`src/rtl/uart_irq_pkg.sv`:
```
package uart_irq_pkg;
  localparam int NUM_SRC = 5;

  // source index order is the priority order, index 0 highest
  localparam int SRC_LINE = 0;
  localparam int SRC_TMO  = 1;
  localparam int SRC_RXD  = 2;
  localparam int SRC_THR  = 3;
  localparam int SRC_MDM  = 4;

  localparam logic [3:0] ID_NONE   = 4'h1;
  localparam logic [1:0] FIFO_MARK = 2'b11;

  localparam int EN_RXD  = 0;
  localparam int EN_THR  = 1;
  localparam int EN_LINE = 2;
  localparam int EN_MDM  = 3;

  function automatic logic [3:0] src_code(input int idx);
    case (idx)
      SRC_LINE: src_code = 4'h6;
      SRC_TMO:  src_code = 4'hC;
      SRC_RXD:  src_code = 4'h4;
      SRC_THR:  src_code = 4'h2;
      default:  src_code = 4'h0;
    endcase
  endfunction
endpackage

```
`src/rtl/uart_irq_src.sv`:
```
module uart_irq_src
  import uart_irq_pkg::*;
#(
  parameter int CNT_W = 5
) (
  input  logic [3:0]         ier,
  input  logic               thr_pend,
  input  logic [4:0]         lsr_flags,
  input  logic [CNT_W-1:0]   rx_count,
  input  logic [CNT_W-1:0]   rx_trig,
  input  logic               fifo_en,
  input  logic               rx_timeout,
  input  logic [3:0]         msr_delta,
  output logic [NUM_SRC-1:0] req
);
  logic data_ready;
  logic level_met;

  assign data_ready = lsr_flags[0];
  assign level_met  = !fifo_en || (rx_count >= rx_trig);

  always_comb begin
    req           = '0;
    req[SRC_LINE] = ier[EN_LINE] && (|lsr_flags[4:1]);
    req[SRC_TMO]  = ier[EN_RXD] && rx_timeout;
    req[SRC_RXD]  = ier[EN_RXD] && data_ready && level_met;
    req[SRC_THR]  = ier[EN_THR] && thr_pend;
    req[SRC_MDM]  = ier[EN_MDM] && (|msr_delta);
  end
endmodule

```
`src/rtl/uart_irq_pick.sv`:
```
module uart_irq_pick
  import uart_irq_pkg::*;
(
  input  logic [NUM_SRC-1:0] req,
  output logic [3:0]         id_nib,
  output logic               any_req
);
  logic [NUM_SRC-1:0] win;

  for (genvar i = 0; i < NUM_SRC; i++) begin : g_win
    if (i == 0) begin : g_top
      assign win[i] = req[i];
    end else begin : g_rest
      assign win[i] = req[i] && !(|req[i-1:0]);
    end
  end

  assign any_req = |req;

  always_comb begin
    id_nib = any_req ? 4'h0 : ID_NONE;
    for (int k = 0; k < NUM_SRC; k++) begin
      if (win[k]) id_nib = id_nib | src_code(k);
    end
  end
endmodule

```
`src/rtl/uart_irq_prio.sv`:
```
module uart_irq_prio
  import uart_irq_pkg::*;
#(
  parameter int CNT_W = 5
) (
  input  logic             clk,
  input  logic             rst_n,
  input  logic             ier_wr,
  input  logic [3:0]       ier_wdata,
  input  logic             iir_rd,
  input  logic             thr_wr,
  input  logic             tx_drained,
  input  logic             thr_empty,
  input  logic [4:0]       lsr_flags,
  input  logic [CNT_W-1:0] rx_count,
  input  logic [CNT_W-1:0] rx_trig,
  input  logic             fifo_en,
  input  logic             rx_timeout,
  input  logic [3:0]       msr_delta,
  output logic [7:0]       iir,
  output logic             irq
);
  logic [3:0]         ier_q;
  logic               thr_pend_q;
  logic               pend_set;
  logic               pend_clr;
  logic [NUM_SRC-1:0] req;
  logic [3:0]         id_nib;
  logic               any_req;

  assign pend_set = (ier_wr && thr_empty) || tx_drained;
  assign pend_clr = iir_rd || thr_wr;

  always_ff @(posedge clk or negedge rst_n) begin
    if (!rst_n) begin
      ier_q      <= '0;
      thr_pend_q <= 1'b0;
    end else begin
      if (ier_wr) ier_q <= ier_wdata;
      if (pend_set)      thr_pend_q <= 1'b1;
      else if (pend_clr) thr_pend_q <= 1'b0;
    end
  end

  uart_irq_src #(.CNT_W(CNT_W)) src_i (
    .ier        (ier_q),
    .thr_pend   (thr_pend_q),
    .lsr_flags  (lsr_flags),
    .rx_count   (rx_count),
    .rx_trig    (rx_trig),
    .fifo_en    (fifo_en),
    .rx_timeout (rx_timeout),
    .msr_delta  (msr_delta),
    .req        (req)
  );

  uart_irq_pick pick_i (
    .req     (req),
    .id_nib  (id_nib),
    .any_req (any_req)
  );

  always_ff @(posedge clk or negedge rst_n) begin
    if (!rst_n) begin
      iir <= {4'h0, ID_NONE};
      irq <= 1'b0;
    end else begin
      iir <= {(fifo_en ? FIFO_MARK : 2'b00), 2'b00, id_nib};
      irq <= any_req;
    end
  end

  AST_IRQ_MATCHES_ID: assert property (@(posedge clk) disable iff (!rst_n)
    irq == (iir[3:0] != ID_NONE));

  AST_ID_LEGAL: assert property (@(posedge clk) disable iff (!rst_n)
    iir[3:0] inside {4'h6, 4'hC, 4'h4, 4'h2, 4'h0, 4'h1});

  AST_LINE_WINS: assert property (@(posedge clk) disable iff (!rst_n)
    (ier_q[EN_LINE] && (|lsr_flags[4:1])) |=> (iir[3:0] == 4'h6));

  AST_PEND_CLEARS: assert property (@(posedge clk) disable iff (!rst_n)
    (pend_clr && !pend_set) |=> !thr_pend_q);

  AST_PEND_SETS: assert property (@(posedge clk) disable iff (!rst_n)
    (ier_wr && thr_empty) |=> thr_pend_q);

  AST_TOP_BITS: assert property (@(posedge clk) disable iff (!rst_n)
    1'b1 |=> (iir[7:4] == ($past(fifo_en) ? 4'hC : 4'h0)));
endmodule

```
`config.mk`:
```
export PLATFORM = sky130hd
export DESIGN_NAME = uart_irq_prio
export DESIGN_NICKNAME = d
export VERILOG_FILES = /design/src/rtl/uart_irq_pkg.sv /design/src/rtl/uart_irq_src.sv /design/src/rtl/uart_irq_pick.sv /design/src/rtl/uart_irq_prio.sv
export SDC_FILE = /design/constraint.sdc
export NUM_CORES = 1
export LEC_CHECK = 0
export BUFFER_PORTS_ARGS = -buffer_cell sky130_fd_sc_hd__buf_4
export CORE_MARGIN = 2
export CORE_UTILIZATION = 42
export CTS_CLUSTER_DIAMETER = 150
export CTS_CLUSTER_SIZE = 20
export DETAILED_ROUTE_END_ITERATION = 7
export GPL_TIMING_DRIVEN = 0
export PLACE_DENSITY = 0.85
export SLEW_MARGIN = 20
export SYNTH_ARGS = -nofsm -noshare
export SYNTH_HDL_FRONTEND = slang
export SYNTH_SLANG_ARGS = --single-unit
```
`constraint.sdc`:
```
create_clock -name clk -period 2.5 [get_ports clk]
set_input_delay 0.125 -clock clk [delete_from_list [all_inputs] [get_ports clk]]
set_output_delay 0.125 -clock clk [all_outputs]
set_load 0.01 [all_outputs]
```
==> impl_metrics.toml, run 1 <==
[grt]
grt_busiest_layer = "met2"
global_route.usage.met2_pct = 37.5
grt_pass1_vias = 511
grt_use_met3_pct = 1.60
met1_usage_pct = 16.8
gr-total-overflow = 0
gr-usage-all-layers_pct = 18.4
grt_start_max_net_pins = 12
grt_pass1_wl_mm = 1.96
antenna_found_initial = 0

[critical_path]
cp_max_fo = 4
critPathCaptureType = "flip-flop"
arrival_ns = 1.38
crit_chain = "and4_2 > a211oi_2 > and3_1"
cp_slowest_cell = "dfrtp_1"
cpPeakStageDelay_ns = 0.41
worstPathRequired_ns = 2.71
critPathLaunchType = "flip-flop"
crit_type = "flip-flop to flip-flop"
reg2reg_depth = 3
regToRegSetupSlack_ns = 1.33

[place]
placedInstanceArea_um2 = 893
dp_hpwl_mm = 1.10
place_congestion = 0.684
numPortBuffers = 38

[sta]
hold_violations = 0
final-setup-viol-count = 0
period_minus_slack_ns = 1.17
fin_setup_tns_ns = 0
post-route-period-util_pct = 47.0
slew_violations = 0
rsz0062_at_grt = "no"
fmax_ghz = 0.851
whs_ns = 0.0520
fin_skew_ns = 0.00607

[synthesis]
synth_area_per_cell_um2 = 11.5
postSynthCellCount = 51
yosysWarnings = 0
yosys_register_bits = 11
ys_seq_area_share_pct = 47.2
syn-cell-area_um2 = 586
synth_cell_types = 23

[final_layout]
design_area_um2 = 940
drive_gt1_share_pct = 57.3
fillCellCount = 98
n_antenna_cell = 0
final_common_cell = "buf_4"
final_cell_mix = "buf_4 (41), dfrtp_1 (10), inv_1 (6), ha_1 (5)"
post-route-util_pct = 72.2
fin_nets = 134
area_growth_pct = 60.5

[clocking]
cts_tree = "yes"
cts-root-buf = "clkbuf_4"
post_cts_resized = 0
numCtsBuffers = 3
cts_setup_buffers = 0
clk_pin_slew_ns = 0.07
cts.htree.levels = 1
cts.sinks = 11
hold_buffers = 2
clock_path_buffers = 2
clk-insertion-delay-late_ns = 0.27

[run_status]
status = "finished, final reports clean"

[drt]
drcViolationCount = 0
dr.first_iter.drc_count = 1
via_per_inst = 4.91
dr.pass1.iters = 2
wire_per_inst_um = 11.9
ant_nets = 0
vias = 545
totalWireLength_mm = 1.32

[run]
drv_cap = 0

[floorplanning]
num_io_pins = 41
core_area_mm2 = 0.00130
placementRows = 13
fp.dieW_um = 41.3
dieArea_mm2 = 0.00171
initial_utilization_pct = 45.0
die_h_um = 41.3

[min_path]
hp-class = "input port to flip-flop"
whs_path_depth = 2

[power]
total_power_mw = 0.444
peakVddDrop_mv = 0.313
leakage_nw = 0.502
powerDensity_mw_per_mm2 = 472
[power by group]
group	internal [mW]	switching (mW)	leakage [nW]
logic	0.0720	0.0452	0.363
clock network	0.0617	0.0599	0.0150
registers	0.196	0.00863	0.125
[kinds of logic (layout without fill, tap and decap cells)]
| family | Yosys count | in the layout | share of synthesized area, % |
|---|---|---|---|
| AO/OA/AOI/OAI | 9 | 9 | 15.2 |
| adder cells (fa/ha/maj) | 5 | 5 | 10.7 |
| buffers and inverters | 10 | 54 | 8.33 |
| flip-flops | 11 | 11 | 47.2 |
| multiplexers | 4 | 4 | 7.69 |
| other | 1 | 2 | 0.640 |
| AND/OR/NAND/NOR | 11 | 11 | 10.3 |
[path summary, 6_finish.rpt]
| path | from | to |
|---|---|---|
| max | ier_q[0]$_DFFE_PN0P_ | iir[0]$_DFF_PN1_ |
| min | tx_drained | thr_pend_q$_DFFE_PN0P_ |
| max reg2reg | ier_q[0]$_DFFE_PN0P_ | iir[0]$_DFF_PN1_ |
| min reg2reg | thr_pend_q$_DFFE_PN0P_ | thr_pend_q$_DFFE_PN0P_ |
| max in group asynchronous | rst_n | iir[0]$_DFF_PN1_ |
| min in group asynchronous | rst_n | iir[6]$_DFF_PN0_ |
[registers in the layout, summed over array words and instances (netlist names)]
| name | cells |
|---|---|
| ier_q | 4 |
| thr_pend_q | 1 |
| irq | 1 |
| iir | 5 |
[synthesized netlist by cell type, drive strengths merged]
cell type / number / area (um^2)
dfrtp: 10 / 250
inv: 7 / 26.3
ha: 5 / 62.6
mux2: 4 / 45.0
nand2: 4 / 15.0
buf: 3 / 22.5
and3: 2 / 13.8
nor2: 2 / 7.51
o21ai: 2 / 10.0
o41ai: 2 / 36.3
a211o: 1 / 8.76
a211oi: 1 / 12.5
a21oi: 1 / 5.00
a221o: 1 / 10.0
a31oi: 1 / 6.26
and2b: 1 / 8.76
and4: 1 / 10.0
conb: 1 / 3.75
dfstp: 1 / 26.3
nand3: 1 / 5.00
[area by class of cell]
class	instances	area [um^2]	share of cell area (%)
Buffer	3	22.5	2.40
Clock buffer	4	26.3	2.80
Inverter	7	26.3	2.80
Multi-Input combinational cell	31	264	28.1
Sequential cell	11	277	29.4
Tap cell	15	18.8	2.00
Timing Repair Buffer	40	305	32.5
[metal layers]
layer  vias up  wire (um)
met3         4         73
met1       256        435
met4         0         30
met2        22        784
met5         -          0
li1        263          -
[per-stage QoR]
| stage | worst slack, ns | cells |
|---|---|---|
| 4_1_cts | 1.33 | 111 |
| 2_1_floorplan | 1.33 | 52 |
| 3_3_place_gp | 1.14 | 105 |
| 3_5_place_dp | 1.12 | 105 |
| 5_1_grt | 1.27 | 111 |
| 6_report | 1.33 | 111 |
[critical path, delay by kind of cell, from the launching register on]
kind / cells / cell delay [ns]
DFF: 1 / 0.41
AOI/OAI and AO/OA: 1 / 0.28
and+or+nand+nor: 2 / 0.43
No activity file was read; power rests on OpenSTA's default activity.
==> run 2: changes to the inputs <==
Settings changed: ABC_AREA from default to 1, CORE_UTILIZATION 42 to 36, PLACE_DENSITY 0.85 to 0.76.
Clock period 2.5 ns to 1 ns, I/O delays scaled along.
==> run 2 against run 1 <==
Compared with the run above:
- critical path depth down 1
- non-clock buffer count up 2
- area after synthesis up 5.1%
- utilization down 8.1 points
- flip-flop and latch count unchanged
- clock power up 140%
- register-to-register slack worse by 1.2 ns
- sequential share of layout area down 1.8 points
- first-iteration DRC count rose to 9.0 times the previous value
- count of clock-buffer cells in the layout unchanged
- routed wire length down 6.1%
- critical path type is now flip-flop to primary output
- critical endpoint is now iir[7]
- highest routed layer unchanged
==> impl_metrics.toml, run 2 <==
[synthesis]
synth_area_leader_cell = "dfrtp_1"
yosysMostFrequentCell = "nand2_1"
yosysTopAreaCellShare_pct = 40.7
synth_cell_types = 17
synth_ff_type = "dfrtp_1"
synthTopCellsByArea = "dfrtp_1 (41%), ha_1 (10%), nand2_1 (9.8%)"
ys_seq_area_share_pct = 44.9
syn-cell-area_um2 = 616
ys_async_sr_fraction_pct = 100
yosysWarnings = 0
synth_common_cells = "nand2_1 (16), dfrtp_1 (10), inv_1 (10)"
yosys_register_bits = 11
postSynthCellCount = 67
synth_edf_count = 0
synth_area_per_cell_um2 = 9.19

[drt]
wire_per_inst_um = 9.56
totalWireLength_mm = 1.24
ant_nets = 0
vias = 576
drcViolationCount = 0
dr.first_iter.drc_count = 9
via_per_inst = 4.43
dr.pass1.iters = 4

[critical_path]
cp_top_family = "flip-flops"
r2r-start = "ier_q[0]$_DFFE_PN0P_"
timing.rr.end = "irq$_DFF_PN0_"
cp_slowest_cell = "dfrtp_1"
worstPathRequired_ns = 0.95
path_common_cell = "buf_4"
path_depth = 2
cp_max_fo = 2
regToRegSetupSlack_ns = 0.10
cpPeakStageDelay_ns = 0.38
critPathLaunchType = "flip-flop"
arrival_ns = 0.90
reg2reg_depth = 3
crit_chain = "buf_4 > buf_4"
cp_num_buf_inv = 2
critPathCaptureType = "primary output"
crit_type = "flip-flop to primary output"

[floorplanning]
placementRows = 14
fp.dieW_um = 45.4
dieArea_mm2 = 0.00206
core_area_mm2 = 0.00156
initial_utilization_pct = 39.5
num_io_pins = 41
die_h_um = 45.4

[final_layout]
regMostFlops = "iir"
top_regs = "iir x5, ier_q x4"
drive_gt1_share_pct = 47.4
largest_reg_flops = 5
final_cell_mix = "buf_4 (40), nand2_1 (15), inv_1 (10), dfrtp_1 (10)"
fillCellCount = 139
n_antenna_cell = 0
area_growth_pct = 62.4
design_area_um2 = 1000
final_common_cell = "buf_4"
fin_nets = 152

[clocking]
cts-root-buf = "clkbuf_4"
clk_pin_slew_ns = 0.07
cts.htree.levels = 1
numCtsBuffers = 3
cts_tree = "yes"
cts.sinks = 11
clk-insertion-delay-late_ns = 0.26
clock_path_buffers = 2

[grt]
gr-usage-all-layers_pct = 13.7
met1_usage_pct = 15.0
grt_use_met3_pct = 2.40
grt_busiest_layer = "met2"
grt_pass1_vias = 523
grt_pass1_wl_mm = 1.94
grt_start_max_net_pins = 12
global_route.usage.met2_pct = 23.1
gr-total-overflow = 0
antenna_found_initial = 0

[power]
leakage_nw = 0.558
total_power_mw = 1.11
peakVddDrop_mv = 0.541
powerDensity_mw_per_mm2 = 1110

[run]
drv_cap = 0

[sta]
rsz0062_at_grt = "no"
post-route-period-util_pct = 95.0
hold_violations = 0
fmax_ghz = 1.05
fin_skew_ns = 0.00213
period_minus_slack_ns = 0.950
final-setup-viol-count = 0
slew_violations = 0

[place]
dp_hpwl_mm = 1.07
place_congestion = 0.692
placedInstanceArea_um2 = 925
numPortBuffers = 38

[min_path]
min_to = "ier_q[3]$_DFFE_PN0P_"
hp-class = "input port to flip-flop"
whs_path_depth = 2
worstHoldStart = "ier_wdata[3]"

[run_status]
status = "finished, final reports clean"
run 2: worst reg2reg max path, delay by kind of cell (launching register included):
kind	cells	cell delay [ns]
compound gates	1	0.20
simple gates	2	0.19
flops	1	0.40
run 2: cells by family after synthesis:
| group | share of synthesized area, % |
|---|---|
| simple gates | 19.5 |
| buf+inv | 10.4 |
| flops | 44.9 |
| compound gates | 7.11 |
| fa+ha+maj | 10.2 |
| mux | 7.32 |
| other cells | 0.609 |
run 2: worst max path at each step:
stage,startpoint,end,slack [ns]
2_1_floorplan,rx_trig[2],irq$_DFF_PN0_,0.12
3_3_place_gp,rx_count[2],irq$_DFF_PN0_,-0.07
3_5_place_dp,rx_count[2],irq$_DFF_PN0_,-0.08
4_1_cts,iir[6]$_DFF_PN0_,iir[7],0.03
5_1_grt,iir[6]$_DFF_PN0_,iir[7],0.006
6_report,iir[6]$_DFF_PN0_,iir[7],0.05
run 2: layout make-up:
| type | instances | area, um^2 | area share [%] |
|---|---|---|---|
| inverters | 11 | 41.3 | 4.13 |
| plain buffers | 3 | 22.5 | 2.25 |
| clock buffers | 4 | 26.3 | 2.63 |
| multi-input cells | 43 | 285 | 28.5 |
| well taps | 16 | 20.0 | 2.00 |
| repair buffers | 42 | 328 | 32.8 |
| flip-flops and latches | 11 | 277 | 27.7 |
run 2: power breakdown:
group	total (mW)	leakage [nW]	switching (mW)	internal [mW]
Clock	0.297	0.0150	0.143	0.154
Combinational	0.306	0.418	0.122	0.184
Sequential	0.510	0.125	0.0213	0.489
run 2: timing repair:
action	CTS	global route
hold endpoints to repair	14	1
gates resized for setup	0	2
hold buffers	4	1
buffers inserted	0	0
setup endpoints to repair	0	3
run 2: per-layer routing:
layer	part of all wire, %	up-vias
met5	0	-
met4	3.4	0
met3	6.6	4
met2	50	25
met1	40	248
li1	-	299
run 2: per-stage QoR:
stage / setup slack, ns / instances / hold slack (ns) / utilization (%) / TNS [ns]
after floorplan: 0.118 / 68 / -0.246 / - / 0
after global placement: -0.0654 / 122 / -0.115 / 59.3 / -0.206
after detailed placement: -0.0844 / 122 / -0.110 / 59.3 / -0.284
after CTS: 0.0339 / 130 / 0.000630 / 63.6 / 0
after global routing: 0.00636 / 130 / 0.00931 / 64.1 / 0
final: 0.0496 / 130 / 0.00495 / 64.1 / 0
==> run 3: changes to the inputs <==
Settings changed: BUFFER_PORTS_ARGS -buffer_cell sky130_fd_sc_hd__buf_4 to -buffer_cell sky130_fd_sc_hd__buf_2.
==> run 3 against run 2 <==
Compared with the run above:
- critical path type unchanged
- non-clock buffer count decreased by 1
- fmax rose by 0.64%
- first-iteration DRC count is 56% lower
- combinational power down 13%
- sequential share of layout area is 3.1 points higher
- critical path depth is the same
- via count is 0.35% lower
- cell area decreased by 10%
==> impl_metrics.toml, run 3 (synthesized netlist as in run 2, its figures left out) <==
[run_status]
status = "finished, final reports clean"

[critical_path]
cpPeakStageDelay_ns = 0.38
critPathCaptureType = "primary output"
arrival_ns = 0.89
regToRegSetupSlack_ns = 0.08
crit_type = "flip-flop to primary output"
crit_chain = "buf_4 > buf_2"
critPathLaunchType = "flip-flop"
cp_max_fo = 2
worstPathRequired_ns = 0.95
cp_num_buf_inv = 2
cp_top_family = "flip-flops"
cp_slowest_cell = "dfrtp_1"

[sta]
slew_violations = 0
hold_violations = 0
period_minus_slack_ns = 0.944
post-route-period-util_pct = 94.4
setup_ws_ns = 0.0556
whs_ns = 0.00409
final-setup-viol-count = 0
fin_skew_ns = 0.00183
fmax_ghz = 1.06

[grt]
gr-usage-all-layers_pct = 13.5
gr-total-overflow = 0
grt_pass1_wl_mm = 1.99
grt_start_max_net_pins = 12
grt_pass1_vias = 558
antenna_found_initial = 0
global_route.usage.met2_pct = 27.4
met1_usage_pct = 13.0
grt_use_met3_pct = 3.60
grt_busiest_layer = "met2"

[final_layout]
top_regs = "iir x5, ier_q x4"
fillCellCount = 152
n_antenna_cell = 0
area_growth_pct = 46.1
final_common_cell = "buf_2"
largest_reg_flops = 5
fin_nets = 151
drive_gt1_share_pct = 47.8
regMostFlops = "iir"
final_cell_mix = "buf_2 (37), nand2_1 (16), inv_1 (10), dfrtp_1 (10), ha_1 (5)"

[min_path]
hp-class = "input port to flip-flop"

[floorplanning]
core_area_mm2 = 0.00156
die_h_um = 45.4
dieArea_mm2 = 0.00206
fp.dieW_um = 45.4
initial_utilization_pct = 39.5
placementRows = 14
num_io_pins = 41

[place]
dp_hpwl_mm = 1.03
pre_cts_ws_ns = -0.107
place_congestion = 0.731
numPortBuffers = 38

[clocking]
clock_path_buffers = 2
numCtsBuffers = 3
clk_pin_slew_ns = 0.06
cts.sinks = 11
clk-insertion-delay-late_ns = 0.26
cts-root-buf = "clkbuf_4"
cts_tree = "yes"
cts.htree.levels = 1

[power]
powerDensity_mw_per_mm2 = 1180
combPwrFrac_pct = 25.0
p_switching_mw = 0.282
leakage_nw = 0.523
p_clk_share_pct = 27.2
p_seq_share_pct = 47.8
p_sw_share_pct = 26.5
peakVddDrop_mv = 0.706
p_int_mw = 0.780

[drt]
vias = 574
dr.first_iter.drc_count = 4
totalWireLength_mm = 1.26
drcViolationCount = 0
ant_nets = 0
via_per_inst = 4.45
dr.pass1.iters = 4
wire_per_inst_um = 9.74

[run]
drv_cap = 0
==> run 3: through the flow <==
| step | cells | util (%) | area, um^2 | power [mW] | TNS (ns) |
|---|---|---|---|---|---|
| 5_1_grt | 129 | 57.7 | 900 | 1.13 | -0.00724 |
| 2_1_floorplan | 68 | - | 619 | 0.650 | 0 |
| 3_3_place_gp | 122 | 53.2 | 830 | 0.754 | -0.128 |
| 6_report | 129 | 57.7 | 900 | 1.06 | 0 |
| 4_1_cts | 130 | 57.5 | 896 | 1.07 | 0 |
| 3_5_place_dp | 122 | 53.2 | 830 | 0.765 | -0.377 |
==> run 3: routing by layer <==
| metal | vias up | wire (um) |
|---|---|---|
| met5 | - | 0 |
| met4 | 0 | 11 |
| met3 | 2 | 92 |
| met2 | 26 | 673 |
| met1 | 248 | 479 |
| li1 | 298 | - |
==> run 3: power by group through the flow <==
| stage | clock [mW] | sequential [mW] | combinational (mW) |
|---|---|---|---|
| floorplan | 0 | 0.528 | 0.122 |
| global placement | 0 | 0.515 | 0.239 |
| detailed placement | 0 | 0.516 | 0.249 |
| CTS | 0.300 | 0.508 | 0.262 |
| global route | 0.320 | 0.513 | 0.300 |
| finish | 0.289 | 0.508 | 0.265 |
==> run 3: repair_timing <==
action                                  4_1_cts  5_1_grt
setup buffers                                 0        0
hold buffers                                  4        0
endpoints found under the hold margin        14        0
endpoints found under the setup margin        0        4
resized for setup                             0        2
==> run 3: worst paths after layout <==
kind                                        end  cells past startpoint                  from
setup / recovery                         iir[7]                      2      iir[6]$_DFF_PN0_
hold / removal             ier_q[1]$_DFFE_PN0P_                      2          ier_wdata[1]
setup reg to reg                  irq$_DFF_PN0_                      3  ier_q[0]$_DFFE_PN0P_
hold reg to reg            ier_q[3]$_DFFE_PN0P_                      1  ier_q[3]$_DFFE_PN0P_
max in group asynchronous      iir[0]$_DFF_PN1_                      2                 rst_n
min in group asynchronous         irq$_DFF_PN0_                      2                 rst_n
==> run 3: cell type report <==
cell class                 count  area, um^2  share of cell area, %
inverter                      11        41.3                   4.59
sequential                    11         277                   30.7
clock buffer                   4        26.3                   2.92
buffer                         3        22.5                   2.50
timing repair buffer          41         225                   25.0
multi-input combinational     43         288                   32.0
tap                           16        20.0                   2.23
